**src/rtl/rtcif_pkg.sv**
```systemverilog
package rtcif_pkg;

    localparam int NIB = 4;
    localparam int TM_REGS = 13;
    localparam int AL_REGS = 12;

    localparam logic [3:0] A_WDAY = 4'hC;
    localparam logic [3:0] A_CTLD = 4'hD;
    localparam logic [3:0] A_CTLE = 4'hE;
    localparam logic [3:0] A_CTLF = 4'hF;
    localparam logic [3:0] A_AEN  = 4'hB;
    localparam logic [3:0] A_CP   = 4'hC;
    localparam logic [3:0] A_DP   = 4'hD;
    localparam logic [3:0] A_EP   = 4'hE;

    typedef enum logic [1:0] {HOST_IDLE, HOST_READ, HOST_WRITE} host_st_t;
    typedef enum logic [1:0] {DP_OPEN, DP_CLOSING, DP_SHUT} dp_st_t;

    // bits always present in a time register
    function automatic logic [3:0] tm_fixed(input int idx);
        case (idx)
            1, 3, 5, 12: return 4'h7;
            7:           return 4'h3;
            9:           return 4'h1;
            default:     return 4'hF;
        endcase
    endfunction

    // optional storage bits of a time register
    function automatic logic [3:0] tm_star(input int idx);
        case (idx)
            7:       return 4'hC;
            9:       return 4'hE;
            default: return 4'h0;
        endcase
    endfunction

    function automatic logic [3:0] al_fixed(input int idx);
        case (idx)
            1, 3, 5, 10: return 4'h7;
            7:           return 4'h3;
            9:           return 4'h1;
            default:     return 4'hF;
        endcase
    endfunction

    function automatic logic [3:0] al_star(input int idx);
        case (idx)
            1, 3, 5, 10: return 4'h8;
            7:           return 4'hC;
            9:           return 4'hE;
            default:     return 4'h0;
        endcase
    endfunction

endpackage

```
**src/rtl/rtcif_host_fsm.sv**
```systemverilog
module rtcif_host_fsm
    import rtcif_pkg::*;
(
    input  logic clk,
    input  logic rst_n,
    input  logic bus_rd,
    input  logic bus_wr,
    output logic rd_fire,
    output logic wr_fire
);

    host_st_t st_q, st_d;

    always_ff @(posedge clk) begin
        if (!rst_n) st_q <= HOST_IDLE;
        else        st_q <= st_d;
    end

    always_comb begin
        st_d = st_q;
        unique case (st_q)
            HOST_IDLE: begin
                if (bus_rd)      st_d = HOST_READ;
                else if (bus_wr) st_d = HOST_WRITE;
            end
            HOST_READ:  if (!bus_rd) st_d = HOST_IDLE;
            HOST_WRITE: if (!bus_wr) st_d = HOST_IDLE;
            default:    st_d = HOST_IDLE;
        endcase
    end

    always_comb begin
        rd_fire = (st_q == HOST_IDLE) && bus_rd;
        wr_fire = (st_q == HOST_IDLE) && bus_wr && !bus_rd;
    end


    held_read_chk: assert property (@(posedge clk) disable iff (!rst_n)
        (rd_fire && bus_rd) |=> (!rd_fire || !$past(bus_rd)) && (st_q == HOST_READ));

endmodule

```
**src/rtl/rtcif_dp_lock.sv**
```systemverilog
module rtcif_dp_lock
    import rtcif_pkg::*;
#(
    parameter int DP_DELAY = 6
) (
    input  logic clk,
    input  logic rst_n,
    input  logic key_wr,
    input  logic key_bit,
    output logic dp_now,
    output logic dp_gate
);

    localparam int CW = $clog2(DP_DELAY + 1);
    localparam logic [CW-1:0] CNT_LOAD = CW'(DP_DELAY - 1);

    dp_st_t st_q, st_d;
    logic [CW-1:0] cnt_q;

    always_ff @(posedge clk) begin
        if (!rst_n) begin
            st_q  <= DP_OPEN;
            cnt_q <= '0;
        end else begin
            st_q <= st_d;
            if (st_q == DP_OPEN && st_d == DP_CLOSING) cnt_q <= CNT_LOAD;
            else if (st_q == DP_CLOSING && cnt_q != '0) cnt_q <= cnt_q - 1'b1;
        end
    end

    always_comb begin
        st_d = st_q;
        unique case (st_q)
            DP_OPEN:    if (key_wr && !key_bit) st_d = DP_CLOSING;
            DP_CLOSING: if (cnt_q == '0) st_d = DP_SHUT;
            DP_SHUT:    st_d = DP_SHUT;
            default:    st_d = DP_SHUT;
        endcase
    end

    always_comb begin
        dp_now  = (st_q != DP_SHUT);
        dp_gate = (st_q != DP_SHUT);
    end


    dp_stays_shut_chk: assert property (@(posedge clk) disable iff (!rst_n)
        (st_q == DP_SHUT) |=> (st_q == DP_SHUT) && !dp_now);


    dp_no_early_chk: assert property (@(posedge clk) disable iff (!rst_n)
        (key_wr && !key_bit && st_q == DP_OPEN) |=> dp_now);

endmodule

```
**src/rtl/rtcif_regfile.sv**
```systemverilog
module rtcif_regfile
    import rtcif_pkg::*;
#(
    parameter bit STAR_RAM  = 1'b0,
    parameter bit HAS_HDSFT = 1'b0
) (
    input  logic       clk,
    input  logic       rst_n,
    input  logic       rd_fire,
    input  logic       wr_fire,
    input  logic [3:0] addr,
    input  logic [3:0] wdata,
    input  logic       tick_evt,
    input  logic [1:0] irq_set,
    input  logic       stat_lvl,
    input  logic       dp_now,
    input  logic       dp_gate,
    output logic       key_wr,
    output logic [3:0] rdata
);

    logic [NIB-1:0] tm_q [TM_REGS];
    logic [NIB-1:0] al_q [AL_REGS];

    logic itpls2_q, itpls1_q, mask2_q, mask1_q;
    logic rest_q, irq2_q, irq1_q;
    logic bank_q, stop_q, adj_q, rdflag_q;
    logic [1:0] cp_q;
    logic [2:0] dpr_q;
    logic hdsft_q, h24_q, cal_q;

    logic view0, wr_b0, wr_b1, rd_e0, rd_f;
    logic [3:0] rmux;

    always_comb begin
        view0 = !bank_q || (addr == A_CTLF);
        wr_b0 = wr_fire && view0;
        wr_b1 = wr_fire && !view0;
        rd_e0 = rd_fire && view0 && (addr == A_CTLE);
        rd_f  = rd_fire && (addr == A_CTLF);
        key_wr = wr_b1 && (addr == A_EP);
    end

    // digit storage, one register per index
    for (genvar i = 0; i < TM_REGS; i++) begin : g_tm
        localparam logic [3:0] WM = tm_fixed(i) | (STAR_RAM ? tm_star(i) : 4'h0);
        always_ff @(posedge clk) begin
            if (!rst_n)                           tm_q[i] <= '0;
            else if (wr_b0 && addr == 4'(i))     tm_q[i] <= wdata & WM;
        end
    end

    for (genvar j = 0; j < AL_REGS; j++) begin : g_al
        localparam logic [3:0] WM = al_fixed(j) | (STAR_RAM ? al_star(j) : 4'h0);
        always_ff @(posedge clk) begin
            if (!rst_n)                           al_q[j] <= '0;
            else if (wr_b1 && addr == 4'(j))     al_q[j] <= wdata & WM;
        end
    end

    // bank 0 control: modes and masks
    always_ff @(posedge clk) begin
        if (!rst_n) begin
            {itpls2_q, itpls1_q, mask2_q, mask1_q} <= '0;
        end else if (wr_b0 && addr == A_CTLD) begin
            {itpls2_q, itpls1_q, mask2_q, mask1_q} <= wdata;
        end
    end

    // bank 0 control: event flags
    always_ff @(posedge clk) begin
        if (!rst_n) begin
            rest_q <= 1'b0;
            irq1_q <= 1'b0;
            irq2_q <= 1'b0;
        end else begin
            if (wr_b0 && addr == A_CTLE) rest_q <= wdata[2];

            if (irq_set[0])                                              irq1_q <= 1'b1;
            else if (rd_e0 && itpls1_q)                                  irq1_q <= 1'b0;
            else if (wr_b0 && addr == A_CTLE && !itpls1_q && !wdata[0])  irq1_q <= 1'b0;

            if (irq_set[1])                                              irq2_q <= 1'b1;
            else if (rd_e0 && itpls2_q)                                  irq2_q <= 1'b0;
            else if (wr_b0 && addr == A_CTLE && !itpls2_q && !wdata[1])  irq2_q <= 1'b0;
        end
    end

    // shared register at the top address
    always_ff @(posedge clk) begin
        if (!rst_n) begin
            bank_q   <= 1'b0;
            stop_q   <= 1'b0;
            adj_q    <= 1'b0;
            rdflag_q <= 1'b0;
        end else begin
            if (wr_b0 && addr == A_CTLF) begin
                stop_q <= wdata[2];
                adj_q  <= wdata[1];
                if (dp_gate) bank_q <= wdata[3];
            end
            if (tick_evt)  rdflag_q <= 1'b1;
            else if (rd_f) rdflag_q <= 1'b0;
        end
    end

    // bank 1 control registers
    always_ff @(posedge clk) begin
        if (!rst_n) begin
            cp_q    <= '0;
            dpr_q   <= '0;
            hdsft_q <= 1'b0;
            h24_q   <= 1'b0;
            cal_q   <= 1'b0;
        end else begin
            if (rd_fire && !view0 && addr == A_CP)    cp_q <= '0;
            else if (wr_b1 && addr == A_CP)           cp_q <= wdata[1:0];
            if (wr_b1 && addr == A_DP)                dpr_q <= wdata[2:0];
            if (key_wr) begin
                hdsft_q <= HAS_HDSFT ? wdata[3] : 1'b0;
                h24_q   <= wdata[2];
                cal_q   <= wdata[1];
            end
        end
    end

    // read selection
    always_comb begin
        rmux = '0;
        if (view0) begin
            for (int k = 0; k < TM_REGS; k++)
                if (addr == 4'(k)) rmux = tm_q[k];
            unique case (addr)
                A_CTLD:  rmux = {itpls2_q, itpls1_q, mask2_q, mask1_q};
                A_CTLE:  rmux = {stat_lvl, rest_q, irq2_q, irq1_q};
                A_CTLF:  rmux = {bank_q, stop_q, adj_q, rdflag_q};
                default: ;
            endcase
        end else begin
            for (int k = 0; k < AL_REGS; k++)
                if (addr == 4'(k)) rmux = al_q[k];
            unique case (addr)
                A_CP:    rmux = 4'h0;
                A_DP:    rmux = {1'b0, dpr_q};
                A_EP:    rmux = {hdsft_q, h24_q, cal_q, dp_now};
                default: ;
            endcase
        end
    end

    always_ff @(posedge clk) begin
        if (!rst_n)       rdata <= '0;
        else if (rd_fire) rdata <= rmux;
    end


    rdflag_clear_chk: assert property (@(posedge clk) disable iff (!rst_n)
        (rd_f && !tick_evt) |=> !rdflag_q);


    set_wins_chk: assert property (@(posedge clk) disable iff (!rst_n)
        tick_evt |=> rdflag_q);


    irq_hold_chk: assert property (@(posedge clk) disable iff (!rst_n)
        (rd_e0 && !itpls1_q && irq1_q) |=> irq1_q);


    cprime_zero_chk: assert property (@(posedge clk) disable iff (!rst_n)
        (rd_fire && !view0 && addr == A_CP) |=> (rdata == 4'h0) && (cp_q == 2'b00));


    bank_locked_chk: assert property (@(posedge clk) disable iff (!rst_n)
        !dp_gate |=> $stable(bank_q));

endmodule

```
**src/rtl/rtcif_top.sv**
```systemverilog
module rtcif_top
    import rtcif_pkg::*;
#(
    parameter bit STAR_RAM  = 1'b0,
    parameter bit HAS_HDSFT = 1'b0,
    parameter int DP_DELAY  = 6
) (
    input  logic       clk,
    input  logic       rst_n,
    input  logic [3:0] bus_addr,
    input  logic       bus_rd,
    input  logic       bus_wr,
    input  logic [3:0] bus_wdata,
    output logic [3:0] bus_rdata,
    input  logic       tick_evt,
    input  logic [1:0] irq_set,
    input  logic       stat_lvl
);

    logic rd_fire, wr_fire, key_wr, dp_now, dp_gate;

    rtcif_host_fsm u_host (
        .clk     (clk),
        .rst_n   (rst_n),
        .bus_rd  (bus_rd),
        .bus_wr  (bus_wr),
        .rd_fire (rd_fire),
        .wr_fire (wr_fire)
    );

    rtcif_dp_lock #(.DP_DELAY(DP_DELAY)) u_lock (
        .clk     (clk),
        .rst_n   (rst_n),
        .key_wr  (key_wr),
        .key_bit (bus_wdata[0]),
        .dp_now  (dp_now),
        .dp_gate (dp_gate)
    );

    rtcif_regfile #(.STAR_RAM(STAR_RAM), .HAS_HDSFT(HAS_HDSFT)) u_regs (
        .clk      (clk),
        .rst_n    (rst_n),
        .rd_fire  (rd_fire),
        .wr_fire  (wr_fire),
        .addr     (bus_addr),
        .wdata    (bus_wdata),
        .tick_evt (tick_evt),
        .irq_set  (irq_set),
        .stat_lvl (stat_lvl),
        .dp_now   (dp_now),
        .dp_gate  (dp_gate),
        .key_wr   (key_wr),
        .rdata    (bus_rdata)
    );


    fire_excl_chk: assert property (@(posedge clk) disable iff (!rst_n)
        $onehot0({rd_fire, wr_fire}));

endmodule

```
**config.mk**
```make
export PLATFORM = sky130hd
export DESIGN_NAME = rtcif_top
export DESIGN_NICKNAME = d
export VERILOG_FILES = /design/src/rtl/rtcif_pkg.sv /design/src/rtl/rtcif_host_fsm.sv /design/src/rtl/rtcif_dp_lock.sv /design/src/rtl/rtcif_regfile.sv /design/src/rtl/rtcif_top.sv
export SDC_FILE = /design/constraint.sdc
export NUM_CORES = 1
export LEC_CHECK = 0
export ABC_AREA = 1
export BUFFER_PORTS_ARGS = -buffer_cell sky130_fd_sc_hd__buf_2
export CAP_MARGIN = 30
export CORE_ASPECT_RATIO = 2
export CORE_UTILIZATION = 66
export DETAILED_ROUTE_END_ITERATION = 12
export GPL_TIMING_DRIVEN = 0
export HOLD_SLACK_MARGIN = 0.06
export PLACE_DENSITY = 0.88
export SETUP_SLACK_MARGIN = 0.02
export SYNTH_ARGS = -nofsm -noshare
export SYNTH_HDL_FRONTEND = slang
export SYNTH_SLANG_ARGS = --single-unit
```
**constraint.sdc**
```tcl
create_clock -name clk -period 2.4 [get_ports clk]
set_input_delay 0.36 -clock clk [delete_from_list [all_inputs] [get_ports clk]]
set_output_delay 0.36 -clock clk [all_outputs]
set_load 0.01 [all_outputs]
```
* Word level (Yosys, flattened, before mapping)
Memory sizes are Yosys's and may differ from the RTL's.
Index checks and enable logic that the tools add are counted.
W data, S select, Z words.
** Word-level totals
- Bits in registers :: 27
- Memories :: 2
- Word-level logic and storage cells :: 285
- Bits in writable memories :: 100
** Memory list
- u_regs.tm_q :: words 13, bits a word 4, rd ports 13, clocked after memory_dff 0, wr ports 13, line rtcif_regfile.sv:22 : logic [NIB-1:0] tm_q [TM_REGS];
- u_regs.al_q :: words 12, bits a word 4, rd ports 12, clocked after memory_dff 0, wr ports 12, line rtcif_regfile.sv:23 : logic [NIB-1:0] al_q [AL_REGS];
** Operators by class
- Add/subtract/negate cells :: 1
- Muxes and demuxes :: 147
- Equality and inequality tests :: 23
- Bitwise logic cells :: 26
- Reductions and logical operators :: 67
** Operators with widths (number)
- $mux W4 :: 51
- $mux W1 :: 84
- $logic_and A1 B1 Y1 :: 47
- $eq A4 B4 Y1 const B :: 8
- $or A1 B1 Y1 :: 25
- $pmux W4 S3 :: 2
- $eq A4 B3 Y1 const B :: 4
- $mux W2 :: 6
- $reduce_bool A3 Y1 :: 3
- $eq A4 B2 Y1 const B :: 2
- $logic_not A1 Y1 :: 7
- $eq A2 B1 Y1 const B :: 3
- $mux W3 :: 2
- $ne A2 B2 Y1 const B :: 3
- $pmux W2 S3 :: 1
- $eq A4 B1 Y1 const B :: 1
- $logic_not A2 Y1 :: 2
- $logic_not A4 Y1 :: 1
- $pmux W2 S2 :: 1
- $reduce_bool A2 Y1 :: 2
- $logic_not A3 Y1 :: 1
- $ne A3 B3 Y1 const B :: 1
- $reduce_and A3 Y1 :: 1
- $sub A3 B1 Y3 const B :: 1
- 5 further kinds :: 5

* Longest topological paths before layout
Gate-level depths: netlist of the first run.
- Depth in word-level cells :: 16
- Gate-level depth with buffers :: 15
- Depth with buffers taken out :: 15

* Hierarchy
A second synthesis of the first run with hierarchy kept.
** Unflattened totals
- Cells, all modules :: 607
- Area, all modules :: 5183.7 µm²
** Modules (own cells, without submodules)
- rtcif_regfile :: times used 1, cells an instance 556, sequential area each 2862.7 µm², area each 4814.6 µm²
- rtcif_dp_lock :: times used 1, cells an instance 38, sequential area each 100.1 µm², area each 279.0 µm²
- rtcif_host_fsm :: times used 1, cells an instance 13, sequential area each 40.0 µm², area each 90.1 µm²

* Worst setup path after synthesis of the first run
No wires, ideal clock.
- Path type :: input to register
- Start point :: in bus_addr[2]
- End point :: mem u_regs.al_q[11][0] (netlist: u_regs.al_q[2][12]), enable pin
- Setup time :: 373 ps
- Data required time :: 2027 ps
- Cell stages on the path :: 7
- Buffers on the path :: 0
- Setup slack :: 624 ps
- Arrival :: 1404 ps
- Cell sequence :: nand2_1 > nor2_4 > nor2_4 > inv_2 > nor2_2 > inv_2 > o31ai_1
** RTL lines
- start: declaration :: line rtcif_top.sv:10 : input logic [3:0] bus_addr,
- end: declaration :: line rtcif_regfile.sv:23

==> flow_summary.toml, run 1 <==
[power_and_ir_drop]
seqPwrFrac_pct = 56.0
powerDensity_nw_per_um2 = 665
p_switching_w = 0.000872
clockPowerShare_pct = 35.7
combPwrFrac_pct = 8.2
swShare_pct = 23.2
ir_worst_vdd_v = 0.000691
internal_power_w = 0.00289
power_leakage_nw = 2.17

[detailed_routing]
wl_mm = 14.0
wire_per_inst_um = 19.6
via_per_inst = 6.10
dr.pass1.iters = 5
ant_nets = 0
drt-initial-drc-count = 473
drcViolationCount = 0
num_vias = 4365

[clock_tree]
post_cts_resize_count = 0
post_cts_buffers = 0
cts_root_buf = "clkbuf_16"
ctsLongestPathBuffers = 2
tritoncts = "yes"
clock-sinks = 109
path_clk_slew_ps = 70
htree_levels = 3
insertion_delay_ps = 350
numCtsBuffers = 9
cts_hold_buf = 0

[worst_setup_path]
start_kind = "flop"
worstPathMaxFanout = 6
worst-setup-path-type = "reg2reg"
path_cells = "inv_1 > nor2_4 > inv_2 > nor2_2 > inv_2 > o31ai_1"
path_delay_family = "compound AO/OA/AOI/OAI gates"
cp_slowest_stage_delay_ps = 580
worst-path-buf-inv = 3
cp-end-kind = "flop"
cp.arrival_ps = 1980
crit_slowest_cell = "o31ai_1"
cpMostUsedCell = "inv_2"
required_ps = 2380

[floorplan]
fp.dieW_um = 64.6
initial_core_util_pct = 68.1
die_h_um = 127
fp-row-count = 45
ioPinCount = 20
core_area_um2 = 7600
die_area_um2 = 8220

[timing]
rsz0062_at_grt = "false"
max_freq_mhz = 500
fin_crit_ps = 2000
finalSetupTns_ps = 0
maxSlewHeadroom_pct = 48.7
slew_viol_final = 0
worstMarginPinSlew_ps = 770
hold_slack_ps = 223
clock_skew_ps = 5.93
setup_viol = 0
hold_viol = 0
post-route-period-util_pct = 83.3

[placement]
hpwl_mm = 10.4
io_buffers = 18
gp_congestion = 0.965

[yosys]
synth_largest_area_cell = "edfxtp_1"
ys_seq_area_share_pct = 58.0
synth_cell_types = 34
postSynthCellCount = 587
syn_area_per_cell_um2 = 8.82
yosys-top-cells-area = "edfxtp_1 (48%), dfxtp_1 (10%), nand2_1 (9.1%)"
ys_seq_elements = 109
synth_warnings = 0
syn_area_um2 = 5180
synth_top_area_share_pct = 47.6
synth_nets = 605

[layout]
num-nets-final = 634
num_antenna_cells = 0
final_common_cell = "nand2_1"
area_growth_pct = 9.11
nFillCells = 559
final_cell_mix = "nand2_1 (126), nor2_1 (103), edfxtp_1 (82), inv_1 (57), nand3_1 (38)"
drive_above_1_share_pct = 11.1
seq_area_um2 = 3000
multi_input_area_um2 = 1870

[flow_run]
maxCapViolCount = 0

[global_route]
grt_max_degree = 17
grt_pass1_wl_mm = 21.3
antenna_found_initial = 0
grt_pass1_vias = 4286
grt-ovfl-total = 0
grt_usage_pct = 37.1

[run_status]
status = "completed"

[worst_hold_path]
hold_class = "in2reg"
==> synth_stat cells <==
cell	instances
o22ai_1	4
dfxtp_1	27
clkbuf_1	12
nor2_2	9
clkinv_1	2
nand2_1	126
a221oi_1	6
or2_2	4
a22o_1	1
a21oi_1	32
o21ai_0	21
a21oi_2	1
or2_0	2
o21ai_1	5
o2111ai_1	1
xor2_1	1
buf_1	1
nand4_1	5
nand2_4	1
nor4_1	2
o211ai_1	2
inv_2	9
nor3_1	13
edfxtp_1	82
inv_1	57
nor2_4	10
ha_1	2
buf_2	1
a211oi_1	1
nand3_1	38
o31ai_1	1
nor2_1	103
a31oi_1	1
nand2_2	4
==> cell families after synthesis <==
group | share of synthesized area, %
AOI/OAI and AO/OA | 8.31
xor gates and xnor gates | 0.169
adders and majority gates | 0.483
buffers and inverters | 5.97
DFF | 58.0
and+or+nand+nor | 27.1
==> layer usage <==
| metal | track usage, % | routed length [µm] | vias to the layer above |
|---|---|---|---|
| met5 | 0 | 0 | - |
| li1 | - | - | 2010 |
| met4 | 29.3 | 1020 | 0 |
| met3 | 5.27 | 958 | 72 |
| met1 | 35.0 | 4300 | 2022 |
| met2 | 68.7 | 7760 | 261 |
==> per-stage QoR <==
stage / util, % / area [µm²] / instances / power (W) / setup WS, ps
after floorplan: - / 5180 / 587 / 0.00233 / 624
after global placement: 70.8 / 5390 / 699 / 0.00243 / 116
after detailed placement: 70.8 / 5390 / 699 / 0.00244 / 115
after CTS: 74.3 / 5650 / 715 / 0.00373 / 433
after global routing: 74.3 / 5650 / 715 / 0.00383 / 323
final: 74.3 / 5650 / 715 / 0.00376 / 401
==> power groups by stage <==
| stage | Combinational (W) | Clock, W | Sequential [W] |
|---|---|---|---|
| 2_1_floorplan | 0.000185 | 0 | 0.00214 |
| 3_5_place_dp | 0.000298 | 0 | 0.00215 |
| 3_3_place_gp | 0.000289 | 0 | 0.00214 |
| 6_report | 0.000309 | 0.00134 | 0.00211 |
| 4_1_cts | 0.000300 | 0.00133 | 0.00211 |
| 5_1_grt | 0.000332 | 0.00139 | 0.00211 |
==> flip-flops by register name (all words and copies together) (netlist names) <==
register,cells
u_host.st_q,2
u_regs.rdata,4
u_regs.adj_q,1
u_regs.dpr_q,3
u_regs.itpls1_q,1
u_regs.mask1_q,1
u_regs.rdflag_q,1
u_regs.mask2_q,1
u_regs.irq2_q,1
u_lock.cnt_q,3
u_regs.tm_q,43
u_regs.h24_q,1
u_regs.rest_q,1
u_regs.stop_q,1
u_regs.itpls2_q,1
u_regs.cal_q,1
u_regs.al_q,39
u_regs.bank_q,1
u_lock.st_q,2
u_regs.irq1_q,1
==> cell type report <==
cell class                 count  area share, %
sequential                   109           53.2
clock inverter                 2          0.177
buffer                        14          0.952
tap                           94           2.08
timing repair buffer          18           1.59
inverter                      68           4.52
multi-input combinational    396           33.0
clock buffer                  14           4.50
==> tightest hold or removal path: stages <==
cell and delay (ps):
buf_2 80, nor2_1 30, nor2_1 70
==> path summary, 6_finish.rpt <==
check | cells after the start | slack (ps) | from | end
worst max-delay path | 6 | 400 | u_regs.bank_q | u_regs.al_q[2][12]
worst min-delay path | 3 | 220 | tick_evt | u_regs.rdflag_q
worst max register to register | 6 | 400 | u_regs.bank_q | u_regs.al_q[2][12]
worst min register to register | 2 | 460 | u_regs.dpr_q[0] | u_regs.dpr_q[0]
(Power assumes the default switching activity.)
==> inputs of run 2 (changes only) <==
- CORE_UTILIZATION: 66 -> 56
- PLACE_DENSITY: 0.88 -> 0.8
- clock period: 2.4 -> 1.8 ns (I/O delays scaled with it)
==> flow_summary.toml, run 2 (synthesized netlist as in run 1, its figures left out) <==
[run_status]
status = "completed"

[detailed_routing]
route.met3.wl_um = 975
num_vias = 4450
drcViolationCount = 0
met2_length_mm = 8.25
wire_per_inst_um = 21.6
topRoutingLayerUsed = "met4"
dr.pass1.iters = 5
wl_mm = 15.7
ant_nets = 0
m1WireLength_mm = 4.55
drt-initial-drc-count = 364
via_per_inst = 6.11

[worst_setup_path]
rrSetupSlack_ps = 60
start_kind = "flop"
reg2reg_to = "u_regs.tm_q[0][1]"
cp-end-kind = "flop"
required_ps = 1850
path_delay_family = "simple AND/OR/NAND/NOR gates"
crit_slowest_cell = "dfxtp_1"
worst-path-buf-inv = 2
cp.arrival_ps = 1780
critical_path_depth = 7
worstPathMaxFanout = 10
ff2ff_path_depth = 7
reg2reg_from = "u_host.st_q[0]"
worst-setup-path-type = "reg2reg"
path_cells = "nor2_2 > nand3_2 > nor2_4 > inv_4 > nor2_1 > inv_1 > nand2_1"
cp_slowest_stage_delay_ps = 350

[power_and_ir_drop]
swShare_pct = 24.9
seqPwrFrac_pct = 53.9
powerDensity_nw_per_um2 = 892
combPwrFrac_pct = 8.8
p_switching_w = 0.00130
power_w = 0.00522
ir_worst_vdd_v = 0.000784
clockPowerShare_pct = 37.3
power_leakage_nw = 2.24
internal_power_w = 0.00392

[global_route]
grt_pass1_wl_mm = 22.8
antenna_found_initial = 0
grt_usage_pct = 33.3
grt-ovfl-total = 0
grt_max_degree = 19
grt_pass1_vias = 4364

[timing]
max_freq_mhz = 575
clock_skew_ps = 10.6
finalSetupTns_ps = 0
worstMarginPinSlew_ps = 865
rsz0062_at_grt = "true"
slew_viol_final = 0
fin_crit_ps = 1740
worst_slack_ps = 62.2
hold_viol = 0
post-route-period-util_pct = 96.5
maxSlewHeadroom_pct = 42.3
setup_viol = 0

[clock_tree]
clock-sinks = 109
htree_levels = 3
path_clk_slew_ps = 70
numCtsBuffers = 9
cts_root_buf = "clkbuf_16"
cts_hold_buf = 0
ctsLongestPathBuffers = 2
tritoncts = "yes"
insertion_delay_ps = 360

[flow_run]
maxCapViolCount = 0

[worst_hold_path]
min_from = "tick_evt"
min_path_cells = 3
whs_endpoint = "u_regs.rdflag_q"
hold_class = "in2reg"

[placement]
dp_worst_setup_slack_ps = -396
io_buffers = 18
hpwl_mm = 11.6
gp_congestion = 0.964

[floorplan]
fp.dieW_um = 70.0
die_h_um = 138
die_area_um2 = 9660
initial_core_util_pct = 57.8
core_area_um2 = 8950
ioPinCount = 20
fp-row-count = 49

[layout]
drive_above_1_share_pct = 16.0
reg_top3 = "u_regs.tm_q (43), u_regs.al_q (39), u_regs.rdata (4)"
largest-register = "u_regs.tm_q"
num-nets-final = 639
final_cell_mix = "nand2_1 (112), nor2_1 (99), edfxtp_1 (82), inv_1 (57), nand3_1 (35)"
area_growth_pct = 13.0
final_common_cell = "nand2_1"
largest_reg_flops = 43
num_antenna_cells = 0
run 2: changes by cell type in the layout (fill, tap and decap cells not counted), sizes merged:
cell    previous run  this run
inv               66        70
clkbuf            26        24
buf               20        23
run 2: routing by layer:
metal	global-route usage [%]	vias to the layer above
li1	-	2023
met1	29.1	2071
met2	60.2	249
met3	5.81	107
met4	35.4	0
met5	0	-
run 2: cell type report:
| class | instances | area [µm²] |
|---|---|---|
| repair buffers | 23 | 133 |
| well taps | 102 | 128 |
| clock buffers | 10 | 250 |
| flip-flops and latches | 109 | 3000 |
| multi-input cells | 396 | 1980 |
| inverters | 68 | 258 |
| fillers | 682 | 3100 |
| plain buffers | 14 | 56.3 |
| clock inverters | 6 | 41.3 |
run 2: power by group through the flow:
stage	Sequential, W	Combinational [W]	Clock (W)
after detailed placement	0.00286	0.000411	0
after CTS	0.00281	0.000425	0.00193
after global placement	0.00286	0.000399	0
after floorplan	0.00285	0.000246	0
after global routing	0.00281	0.000489	0.00202
final	0.00281	0.000461	0.00195
run 2: worst min-delay path: cells and delay by family:
family                 cells  cell delay [ps]
buffers and inverters      1               80
AND/OR/NAND/NOR            2              100
run 2: repair_timing:
item | in CTS | in global routing
pin swaps | 1 | 4
endpoints found under the setup margin | 65 | 74
resized for setup | 9 | 27
buffers inserted | 1 | 4
run 2: worst max path at each step:
stage | startpoint | to | slack [ps]
5_1_grt | u_regs.bank_q | u_regs.al_q[1][10] | -10
3_5_place_dp | bus_addr[1] | u_regs.rdata[1] | -400
4_1_cts | u_regs.bank_q | u_regs.al_q[1][2] | 20
6_report | u_host.st_q[0] | u_regs.tm_q[0][1] | 60
3_3_place_gp | bus_addr[0] | u_regs.al_q[2][12] | -380
2_1_floorplan | bus_addr[2] | u_regs.al_q[2][12] | 110
run 2: per-stage QoR:
step | utilization, % | hold WS (ps) | area, µm² | instances
global route | 65.3 | 136 | 5850 | 728
detailed placement | 60.3 | 461 | 5400 | 707
global placement | 60.3 | 453 | 5400 | 707
finish | 65.3 | 129 | 5850 | 728
CTS | 64.1 | 127 | 5740 | 724
floorplan | - | 389 | 5180 | 587
==> inputs of run 3 (changes only) <==
- CORE_UTILIZATION: 56 -> 66
- PLACE_DENSITY: 0.8 -> 0.88
- clock period: 1.8 -> 2.07 ns (I/O delays scaled with it)
==> flow_summary.toml, run 3 (synthesized netlist as in run 1, its figures left out) <==
[run_status]
status = "completed"

[placement]
hpwl_mm = 10.4
gp_congestion = 0.965
io_buffers = 18
dp.cells = 699
dpl-instance-area_um2 = 5390

[power_and_ir_drop]
p_switching_w = 0.00101
power_leakage_nw = 2.17
swShare_pct = 23.1
seqPwrFrac_pct = 56.1
ir_worst_vdd_v = 0.000807
combPwrFrac_pct = 8.3
internal_power_w = 0.00335
clockPowerShare_pct = 35.6
powerDensity_nw_per_um2 = 770
power_w = 0.00435

[clock_tree]
cts_root_buf = "clkbuf_16"
tritoncts = "yes"
post_cts_buffers = 0
path_clk_slew_ps = 70
numCtsBuffers = 9
clock-sinks = 109
ctsLongestPathBuffers = 2
htree_levels = 3
insertion_delay_ps = 350

[layout]
nFillCells = 561
num_antenna_cells = 0
final_common_cell = "nand2_1"
largest-register = "u_regs.tm_q"
final_cell_mix = "nand2_1 (126), nor2_1 (103), edfxtp_1 (82), inv_1 (57), nand3_1 (38)"
largest_reg_flops = 43
area_growth_pct = 9.21
final_area_um2 = 5650
num-nets-final = 634
reg_top3 = "u_regs.tm_q (43), u_regs.al_q (39), u_regs.rdata (4)"
instances_no_fill = 715
drive_above_1_share_pct = 11.3

[detailed_routing]
wire_per_inst_um = 19.7
ant_nets = 0
drt-initial-drc-count = 458
wl_mm = 14.1
num_vias = 4386
via_per_inst = 6.13
dr.pass1.iters = 5
drcViolationCount = 0

[floorplan]
fp-row-count = 45
ioPinCount = 20
die_area_um2 = 8220
initial_core_util_pct = 68.1
core_area_um2 = 7600
die_h_um = 127
fp.dieW_um = 64.6

[worst_setup_path]
path_delay_family = "simple AND/OR/NAND/NOR gates"
cp_slowest_stage_delay_ps = 350
crit_slowest_cell = "dfxtp_1"
required_ps = 2120
cp-end-kind = "flop"
worst-setup-path-type = "reg2reg"
path_cells = "inv_1 > nor2_4 > inv_2 > nor2_2 > buf_2 > nand2_1 > nand2_1"
worst-path-buf-inv = 3
worstPathMaxFanout = 10
cpMostUsedCell = "nand2_1"
start_kind = "flop"
cp.arrival_ps = 1900

[timing]
worstMarginPinSlew_ps = 775
slew_viol_final = 0
maxSlewHeadroom_pct = 48.4
fin_crit_ps = 1850
finalSetupTns_ps = 0
hold_viol = 0
clock_skew_ps = 6.34
max_freq_mhz = 541
rsz0062_at_grt = "false"
post-route-period-util_pct = 89.3
setup_viol = 0

[global_route]
grt_pass1_vias = 4286
antenna_found_initial = 0
grt-ovfl-total = 0
grt_pass1_wl_mm = 21.3
grt_usage_pct = 37.1
grt_max_degree = 17

[flow_run]
maxCapViolCount = 0

[worst_hold_path]
hold_class = "in2reg"
==> run 3: path summary, 6_finish.rpt <==
check                                     start                end  slack (ps)  cells after the start
worst max-delay path              u_regs.bank_q  u_regs.al_q[1][1]         220                      7
worst min-delay path                   tick_evt    u_regs.rdflag_q         180                      3
worst max register to register    u_regs.bank_q  u_regs.al_q[1][1]         220                      7
worst min register to register  u_regs.dpr_q[0]    u_regs.dpr_q[0]         460                      2
==> run 3: metal layers <==
metal / share of wire, % / global-route usage [%] / vias to the layer above
met4: 7.4 / 29.3 / 0
met5: 0 / 0 / -
met2: 55 / 68.7 / 273
met3: 7.7 / 5.27 / 78
li1: - / - / 2011
met1: 30 / 35.0 / 2024
==> run 3: power groups by stage <==
stage          Combinational [W]  Sequential (W)  Clock (W)
6_report                0.000360         0.00244    0.00155
5_1_grt                 0.000386         0.00245    0.00161
4_1_cts                 0.000348         0.00244    0.00154
3_5_place_dp            0.000345         0.00249          0
3_3_place_gp            0.000335         0.00249          0
2_1_floorplan           0.000214         0.00248          0
==> run 3: what timing repair did <==
item,4_1_cts,5_1_grt
endpoints found under the setup margin,0,4
hold buffers,0,0
resized for setup,0,1
==> run 3: layout make-up <==
cell class              count  area (µm²)  area share (%)
flip-flops and latches    109        3000            53.1
multi-input cells         396        1870            33.1
inverters                  68         255            4.51
clock buffers              14         254            4.49
well taps                  94         118            2.08
repair buffers             18        90.1            1.59
plain buffers              14        53.8           0.952
clock inverters             2        10.0           0.177
==> run 3: stage by stage <==
stage	worst slack, ps	util [%]	hold slack, ps
after floorplan	343	-	425
after global placement	-164	70.8	439
after detailed placement	-166	70.8	447
after CTS	103	74.3	165
after global routing	45.2	74.4	173
final	222	74.4	179
==> run 3: worst register-to-register path, delay by kind of cell (launching register included) <==
| kind | cells | cell delay (ps) |
|---|---|---|
| flip-flops | 1 | 350 |
| AND/OR/NAND/NOR | 4 | 730 |
| buffers and inverters | 3 | 480 |
